<file path="src/rtl/hwc_pkg.sv">
package hwc_pkg;

    typedef enum logic [1:0] {
        HWC_RUN  = 2'b00,
        HWC_HALT = 2'b01,
        HWC_WAKE = 2'b10
    } hwc_mode_e;

    typedef struct packed {
        logic tmr_req;
        logic tmr_en;
        logic ext_req;
    } hwc_wake_src_t;

    function automatic logic wake_hit(input hwc_wake_src_t s);
        return s.ext_req | (s.tmr_req & s.tmr_en);
    endfunction

endpackage

</file>
<file path="src/rtl/hwc_stab_counter.sv">
module hwc_stab_counter #(
    parameter int unsigned PERIOD = 4064
) (
    input  logic clk,
    input  logic rst,
    output logic tc
);
    localparam int unsigned CW = (PERIOD > 1) ? $clog2(PERIOD) : 1;
    localparam logic [CW-1:0] LAST = CW'(PERIOD - 1);

    logic [CW-1:0] cnt;

    // Free-running; only reset touches it, never the halt logic.
    always_ff @(posedge clk) begin
        if (rst)
            cnt <= '0;
        else if (cnt == LAST)
            cnt <= '0;
        else
            cnt <= cnt + 1'b1;
    end

    assign tc = (cnt == LAST);
endmodule

</file>
<file path="src/rtl/hwc_halt_fsm.sv">
module hwc_halt_fsm
    import hwc_pkg::*;
(
    input  logic          clk,
    input  logic          rst,
    input  logic          stop_strobe,
    input  logic          halt_opt,
    input  hwc_wake_src_t src,
    input  logic          tc,
    output hwc_mode_e     mode_q,
    output logic          mask_clr,
    output logic          stop_req
);
    hwc_mode_e mode_d;
    logic      wake;
    logic      enter;
    logic      fwd;

    assign wake  = wake_hit(src);
    assign enter = (mode_q == HWC_RUN) && stop_strobe && halt_opt;
    assign fwd   = (mode_q == HWC_RUN) && stop_strobe && !halt_opt;

    always_comb begin
        mode_d = mode_q;
        unique case (mode_q)
            HWC_RUN:  if (enter) mode_d = HWC_HALT;
            HWC_HALT: if (wake)  mode_d = tc ? HWC_RUN : HWC_WAKE;
            HWC_WAKE: if (tc)    mode_d = HWC_RUN;
            default:             mode_d = HWC_RUN;
        endcase
    end

    always_ff @(posedge clk) begin
        if (rst) begin
            mode_q   <= HWC_RUN;
            mask_clr <= 1'b0;
            stop_req <= 1'b0;
        end else begin
            mode_q   <= mode_d;
            mask_clr <= enter;
            stop_req <= fwd;
        end
    end
endmodule

</file>
<file path="src/rtl/halt_wake_ctrl.sv">
module halt_wake_ctrl
    import hwc_pkg::*;
#(
    parameter int unsigned STAB_PERIOD = 4064
) (
    input  logic       clk,
    input  logic       rst,
    input  logic       stop_strobe,
    input  logic       halt_opt,
    input  logic       tmr_irq,
    input  logic       tmr_ie,
    input  logic       ext_irq,
    output logic       core_clk_en,
    output logic       periph_clk_en,
    output logic       mask_clr,
    output logic       stop_req,
    output logic [1:0] mode
);
    logic          stab_tc;
    hwc_mode_e     mode_q;
    hwc_wake_src_t src;

    assign src = '{tmr_req: tmr_irq, tmr_en: tmr_ie, ext_req: ext_irq};

    hwc_stab_counter #(.PERIOD(STAB_PERIOD)) u_stab (
        .clk (clk),
        .rst (rst),
        .tc  (stab_tc)
    );

    hwc_halt_fsm u_fsm (
        .clk         (clk),
        .rst         (rst),
        .stop_strobe (stop_strobe),
        .halt_opt    (halt_opt),
        .src         (src),
        .tc          (stab_tc),
        .mode_q      (mode_q),
        .mask_clr    (mask_clr),
        .stop_req    (stop_req)
    );

    assign core_clk_en   = (mode_q == HWC_RUN);
    assign periph_clk_en = 1'b1;
    assign mode          = mode_q;
endmodule

</file>
<file path="config.mk">
export PLATFORM = sky130hd
export DESIGN_NAME = halt_wake_ctrl
export DESIGN_NICKNAME = d
export VERILOG_FILES = /design/src/rtl/hwc_pkg.sv /design/src/rtl/hwc_stab_counter.sv /design/src/rtl/hwc_halt_fsm.sv /design/src/rtl/halt_wake_ctrl.sv
export SDC_FILE = /design/constraint.sdc
export NUM_CORES = 1
export LEC_CHECK = 0
export ABC_AREA = 1
export BUFFER_PORTS_ARGS = -buffer_cell sky130_fd_sc_hd__buf_2
export CAP_MARGIN = 15
export CELL_PAD_IN_SITES_DETAIL_PLACEMENT = 0
export CELL_PAD_IN_SITES_GLOBAL_PLACEMENT = 1
export CORE_MARGIN = 1.5
export CORE_UTILIZATION = 42
export CTS_CLUSTER_DIAMETER = 80
export DETAILED_ROUTE_END_ITERATION = 6
export PLACE_DENSITY = 0.79
export SLEW_MARGIN = 20
export SYNTH_ARGS = -nofsm -noshare
export SYNTH_HDL_FRONTEND = slang
export SYNTH_SLANG_ARGS = --single-unit
</file>
<file path="constraint.sdc">
create_clock -name clk -period 2.3 [get_ports clk]
set_input_delay 0.115 -clock clk [delete_from_list [all_inputs] [get_ports clk]]
set_output_delay 0.115 -clock clk [all_outputs]
set_load 0.1 [all_outputs]
</file>
# --- After elaboration in Yosys (flattened, before gate mapping) ---
# Cells that the tools add are included.
totals:
  register_bits: 16
  output_inout_bits: 6
  wordCells: 25
classes:
  n_addsub: 1
  eq_ne: 6
  mux: 5
  n_bitwise: 2
  reduce_logical: 7
op_table:
  columns: ["operator", "count"]
  rows:
  - ["$add 12x1->12 const B", 1]
  - ["$eq 12x12->1 const B", 1]
  - ["$mux 2", 4]
  - ["$ne 2x1->1 const B", 3]
  - ["$pmux 2 s3", 1]
  - ["$logic_and 1x1->1", 3]
  - ["$reduce_and 3->1", 1]
  - ["$eq 2x1->1 const B", 1]
  - ["$eq 2x2->1 const B", 1]
  - ["$logic_not 2->1", 1]
  - ["$reduce_or 2->1", 1]
  - ["$and 1x1->1", 1]
  - ["$logic_not 1->1", 1]
  - ["$or 1x1->1", 1]

# --- Logic depth before layout (Yosys ltp) ---
# Gate-level depths: netlist of run 1.
logic_depth:
  word_depth: 5
  depth_mapped: 8
  depth_no_buf: 6

# --- Hierarchy ---
# A second synthesis of run 1 with hierarchy kept.
unflattened:
  cells_unflattened: 108
  area_unflattened_um2: 779.5
by_module_without_submodules:
  columns: ["mod", "n_inst", "cells_each", "area_per_inst_um2"]
  rows:
  - ["hwc_stab_counter", 1, 80, 583.1]
  - ["hwc_halt_fsm", 1, 25, 181.4]
  - ["halt_wake_ctrl", 1, 3, 15.0]

# --- Worst setup path before layout of run 1 ---
# Ideal clock, no wire load.
synth_path:
  path_type: "reg-to-reg"
  from: "reg u_fsm.mode_q[1]"
  to: "reg u_fsm.mode_q[0]"
  setup_ns: 0.089
  t_arrival_ns: 2.109
  required_time_ns: 2.211
  setup_slack_ns: 0.102
  stages_incl_launch_ff: 4
  synth_period_minus_slack_ns: 2.198
  cell_sequence: "dfxtp_1 > nor2_2 > nand3_1 > a211oi_1"
synth_via:
  elab_chain_len: 5
  word_cells_on_any_way: 10
synth_rtl:
  columns: ["element", "line_no", "text"]
  rows:
  - ["from (decl)", "hwc_halt_fsm.sv:10", "output hwc_mode_e mode_q,"]
  - ["from (signal assigned)", "hwc_halt_fsm.sv:39", "mode_q <= mode_d;"]
  - ["$logic_not 2->1 (*)", null, null]
  - ["via core_clk_en", "halt_wake_ctrl.sv:13", "output logic core_clk_en,"]
  - ["$logic_and 1x1->1 (2 in a row)", "hwc_halt_fsm.sv:20", "assign enter = (mode_q == HWC_RUN) && stop_strobe && halt_opt;"]
  - ["$ne 2x1->1 (no source line)", null, null]
  - ["$reduce_and 3->1 (no source line)", null, null]
# The timed path passes the listed nets; every way through them passes the cells marked *.
# A chain may end at the register's enable or synchronous reset.

# --- Worst setup path in the final report of run 1 ---
layout_path:
  from: "reg u_fsm.mode_q[1]"
  to: "out core_clk_en"
layout_via:
  elab_chain_len: 1
layout_rtl:
  columns: ["element", "line_no", "text"]
  rows:
  - ["$logic_not 2->1", "halt_wake_ctrl.sv:43", "assign core_clk_en = (mode_q == HWC_RUN);"]
  - ["to (decl)", "halt_wake_ctrl.sv:13", null]
# No other way between the ends.

==> results of run 1 <==
final cells by class:
type / count / area, um^2 / share of cell area
sequential: 16 / 320 / 0.351
tap: 25 / 31.3 / 0.0343
multi-input combinational: 71 / 404 / 0.443
timing repair buffer: 13 / 75.1 / 0.0823
inverter: 12 / 45.0 / 0.0494
clock buffer: 4 / 36.3 / 0.0398
kinds of logic (layout without fill, tap and decap cells):
kind of cell,count (synthesis),count (layout),synth area share
buf+inv,15,29,0.0981
compound gates,10,10,0.0888
simple gates,57,57,0.372
other cells,1,1,0.00467
xor+xnor,2,2,0.0218
flops,16,16,0.399
fa+ha+maj,1,1,0.0156
per-stage QoR:
step / power, uW / cell area (um^2) / hold slack (ns)
after floorplan: 413 / 803 / 0.187
after global placement: 429 / 856 / 0.290
after detailed placement: 429 / 856 / 0.294
after CTS: 618 / 912 / 0.0641
after global routing: 640 / 912 / 0.0600
final: 612 / 912 / 0.0682
layer usage:
| metal | vias up | global-route usage |
|---|---|---|
| met5 | - | 0 |
| met4 | 0 | 0.0833 |
| met3 | 2 | 0.0462 |
| met2 | 10 | 0.253 |
| met1 | 296 | 0.194 |
| li1 | 354 | - |
placed cells by master (no fill, tap or decap), types with 2 or more instances in the layout:
master	count
clkbuf_4	3
dlygate4sd3_1	2
buf_2	11
nand2_1	20
nor2_2	8
nor2_4	3
inv_2	2
nand4_1	4
nand2_2	2
dfxtp_1	16
nor2_1	9
nand3_1	7
a21oi_2	5
inv_1	10
a21oi_1	3
worst max-delay path, cell delays in order (launching register included):
cell and delay, ns:
dfxtp_1 0.35, nor2_2 0.20, buf_2 0.46
sequential cells by signal (all words and copies together) (netlist names):
signal / count
u_fsm.mode_q: 2
u_fsm.stop_req: 1
u_stab.cnt: 12
u_fsm.mask_clr: 1
power breakdown:
part	total (uW)	switching [uW]	internal [uW]
logic	129	106	23.6
registers	296	8.15	287
clock network	188	91.5	96.3
total	612	205	407
worst max-delay path by stage:
stage,startpoint,cells after the start,slack [ns],endpoint
2_1_floorplan,u_fsm.mode_q[1]$_SDFFE_PP0P_,3,0.10,u_fsm.mode_q[0]$_SDFFE_PP0P_
3_3_place_gp,u_stab.cnt[0]$_SDFF_PP0_,6,0.98,u_stab.cnt[2]$_SDFF_PP0_
3_5_place_dp,u_stab.cnt[0]$_SDFF_PP0_,6,0.93,u_stab.cnt[2]$_SDFF_PP0_
4_1_cts,u_fsm.mode_q[1]$_SDFFE_PP0P_,2,0.87,core_clk_en
5_1_grt,u_fsm.mode_q[1]$_SDFFE_PP0P_,2,0.82,core_clk_en
6_report,u_fsm.mode_q[1]$_SDFFE_PP0P_,2,0.89,core_clk_en
==> flow_summary.toml, run 1 <==
[global_routing]
grt_pass1_vias = 569
grt_pass1_wl_um = 2350
antenna_found_initial = 0
grt_usage = 0.158
overflow = 0
grt_max_degree = 14

[timing]
finClkSkew_ns = 0.00657
final_max_slew_viol_count = 0
setup_violations = 0
fin_ws_ns = 0.889
final-hold-violation-count = 0
finalCritPeriodShare = 0.614
finalCriticalPeriod_ns = 1.41
rsz0062_at_grt = "no"
fmax_mhz = 709
fin_tns_setup_ns = 0

[worst_setup_path]
path_class = "flop to primary output"
crit_path_end_kind = "primary output"
regToRegSetupSlack_ns = 0.93
r2r-start = "u_stab.cnt[0]$_SDFF_PP0_"
worstPathRequired_ns = 2.18
reg2reg_depth = 6
timing.rr.end = "u_stab.cnt[8]$_SDFF_PP0_"
cp-start-kind = "flop"
path_max_fanout = 5
arrival_ns = 1.30

[finish]
syn2layout_area_growth_pct = 13.6
final_cell_count_no_fill = 141
diodes = 0
fill_cells = 197
drive_gt1_frac = 0.319
final_core_util = 0.517
layout.nets = 125

[route]
antenna_left = 0
wl_met3_um = 45
route.top_layer_used = "met4"
drt_iter0_drc = 4
wl_met1_um = 637
num_vias = 662
drt-vias-per-instance = 4.70
dr_wl_met2_um = 690
drt-total-wl_um = 1390
wl_per_cell_um = 9.82
dr.pass1.iters = 4
route.detailed.drc = 0

[placed_design]
dp_slack_ns = 0.933
placedCellCount = 135
place_congestion = 0.832
numPortBuffers = 11
dp.final_hpwl_um = 1050

[logic_synthesis]
synth_cell_types = 25
seq_area_frac_synth = 0.399
netlist.area_leader.share = 0.399
yosysMostFrequentCell = "nand2_1"
async_flop_share = 0
synth_edf_count = 0
yosys_warnings = 0
synth.largest_area_cell = "dfxtp_1"
synth_area_um2 = 803
synthesis.nets = 110
synth.area.top_cells = "dfxtp_1 (40%), nand2_1 (9.3%), nor2_2 (6.2%), a21oi_2 (5.5%), inv_1 (4.7%)"
ys.flop_type = "dfxtp_1"
synth.cells.most_frequent = "nand2_1 (20), dfxtp_1 (16), inv_1 (10)"
avgSynthCellArea_um2 = 7.88
ys_ff_latch = 16
synthCells = 102

[cts]
post_cts_buffers = 0
cts.sinks = 16
htreeDepth = 1
clk_pin_slew_ns = 0.10
numCtsBuffers = 3
cts_tree = "yes"
root_buffer = "clkbuf_4"
clk_latency_ns = 0.29
hold_buffers = 2
cts_resized = 0
cts_max_path_buffers = 2

[die]
initial_core_util = 0.455
coreArea_um2 = 1760
die_h_um = 46.7
rows = 15
die_w_um = 46.7
dieArea_um2 = 2180
io_pins = 13

[worst_hold_path]
hold_path.class = "primary input to flop"
hold-path-endpoint = "u_fsm.stop_req$_SDFF_PP0_"
hold_start = "stop_strobe"
holdPathStages = 3

[run]
drv_cap = 0

[pwr]
max-vdd-ir-drop_mv = 0.426
power_density_nw_per_um2 = 672
leakage_uw = 0.000312

[status]
outcome = "completed"
Note: power is estimated with default switching activity, not from simulation.
==> run 2: changes to the inputs <==
Settings changed: CORE_UTILIZATION 42 to 35, PLACE_DENSITY 0.79 to 0.71.
Clock period 2.3 ns to 1.2 ns, I/O delays scaled along.
==> run 2 against run 1 <==
Core utilization decreased by 3.9 points. Via count increased by 2.3%. Power increased by 100%. Clock-buffer cell count unchanged. Sequential share of layout area decreased by 3.1 points. Sequential power increased by 94%. Global-route usage decreased by 0.62 points. Clock power increased by 87%. Critical path depth decreased by 1. Setup slack got worse by 0.84 ns. Hold slack got worse by 0.033 ns.
==> flow_summary.toml, run 2 (synthesis gave the netlist of run 1 again) <==
[global_routing]
overflow = 0
grt_pass1_wl_um = 2950
grt_pass1_vias = 702
antenna_found_initial = 0
grt_usage = 0.152
grt_max_degree = 10

[placed_design]
numPortBuffers = 11
dp.final_hpwl_um = 1190
place_congestion = 0.685
post_dp_cell_area_um2 = 936
placedCellCount = 141

[route]
drt-total-wl_um = 1620
drt-vias-per-instance = 4.51
dr.pass1.iters = 3
antenna_left = 0
route.detailed.drc = 0
wl_per_cell_um = 10.8
drt_iter0_drc = 5
num_vias = 677

[pwr]
leakage_uw = 0.000373
power_frac_comb = 0.245
share_seq_of_total_power = 0.467
power_density_nw_per_um2 = 1170
switching_share = 0.332
clkPwrFrac = 0.287
p_int_uw = 820
power_switching_uw = 406
max-vdd-ir-drop_mv = 0.597

[finish]
diodes = 0
layout_common_cells = "nand2_1 (20), inv_1 (10), buf_2 (10), dfxtp_1 (10), nor2_1 (9)"
final_common_cell = "nand2_1"
layout.nets = 131
seqCellArea_um2 = 335
finalInstanceArea_um2 = 1050
largest-register = "u_stab.cnt"
syn2layout_area_growth_pct = 30.4
largest_reg_flops = 12
final_cell_count_no_fill = 150
top_regs = "u_stab.cnt x12, u_fsm.mode_q x2"
multi_input_area_um2 = 468
fill_cells = 212
drive_gt1_frac = 0.418

[timing]
finalCritPeriodShare = 0.957
finClkSkew_ns = 0.00348
finalCriticalPeriod_ns = 1.15
fin_tns_setup_ns = 0
fmax_mhz = 871
rsz0062_at_grt = "no"
final_max_slew_viol_count = 0
setup_violations = 0
final-hold-violation-count = 0

[worst_setup_path]
crit_buf_inv = 1
arrival_ns = 1.09
cp-start-kind = "flop"
crit_path_end_kind = "primary output"
cpPeakStageDelay_ns = 0.42
path_max_fanout = 4
critical_path.cell_chain = "buf_2"
slowest_stage = "buf_2"
path_class = "flop to primary output"
worstPathRequired_ns = 1.14
cp_top_family = "buffers and inverters"

[cts]
numCtsBuffers = 3
cts_tree = "yes"
cts.sinks = 16
clk_latency_ns = 0.28
root_buffer = "clkbuf_4"
htreeDepth = 1
cts_max_path_buffers = 2
clk_pin_slew_ns = 0.09

[run]
drv_cap = 0

[worst_hold_path]
hold_path.class = "primary input to flop"

[die]
dieArea_um2 = 2590
rows = 17
io_pins = 13
initial_core_util = 0.367
die_w_um = 50.9
coreArea_um2 = 2190
die_h_um = 50.9

[status]
outcome = "completed"
-- run 2: changes by cell type in the layout (fill, tap and decap cells not counted), sizes merged --
cell	change
nand2	+1
buf	+5
-- run 2: worst min-delay path, delay by kind of cell --
| kind | cells | cell delay [ns] |
|---|---|---|
| buffers and inverters | 1 | 0.11 |
| and+or+nand+nor | 2 | 0.11 |
-- run 2: final cells by class --
cell class	instances	area share
Multi-Input combinational cell	72	0.447
Sequential cell	16	0.320
Timing Repair Buffer	18	0.122
Inverter	12	0.0430
Clock buffer	4	0.0346
Tap cell	28	0.0335
-- run 2: metrics by stage --
stage | util | hold WS [ns] | total power [uW] | setup slack [ns]
6_report | 0.478 | 0.0356 | 1230 | 0.0519
5_1_grt | 0.478 | 0.0255 | 1300 | 0.00104
4_1_cts | 0.465 | 0.0133 | 1250 | 0.00133
3_5_place_dp | 0.427 | 0.256 | 872 | -0.0296
3_3_place_gp | 0.427 | 0.250 | 869 | 0.0337
2_1_floorplan | - | 0.129 | 808 | -0.235
-- run 2: power groups by stage --
stage / clock (uW) / combinational (uW) / sequential, uW
global placement: 0 / 286 / 582
detailed placement: 0 / 287 / 584
global route: 401 / 318 / 576
CTS: 377 / 297 / 572
floorplan: 0 / 138 / 671
finish: 352 / 301 / 573
-- run 2: path summary, 6_finish.rpt --
path / from / to / slack [ns] / cells past startpoint
worst max-delay path: u_fsm.mode_q[1]$_SDFFE_PP0P_ / mode[1] / 0.05 / 1
worst min register to register: u_stab.cnt[7]$_SDFF_PP0_ / u_stab.cnt[7]$_SDFF_PP0_ / 0.51 / 2
worst max register to register: u_stab.cnt[0]$_SDFF_PP0_ / u_stab.cnt[7]$_SDFF_PP0_ / 0.07 / 6
worst min-delay path: stop_strobe / u_fsm.stop_req$_SDFF_PP0_ / 0.04 / 3
-- run 2: repair_timing --
| action | CTS | global route |
|---|---|---|
| pin swaps | 2 | 4 |
| gates cloned | 1 | 0 |
| hold endpoints to repair | 3 | 0 |
| gates resized for setup | 2 | 4 |
| setup endpoints to repair | 13 | 13 |
| hold buffers | 2 | 0 |
| buffers inserted | 0 | 2 |
-- run 2: metal layers --
layer	global-route usage	up-vias	part of all wire
li1	-	363	-
met1	0.197	311	0.49
met2	0.240	1	0.49
met3	0.0263	2	0.014
met4	0.0811	0	0.0080
met5	0	-	0
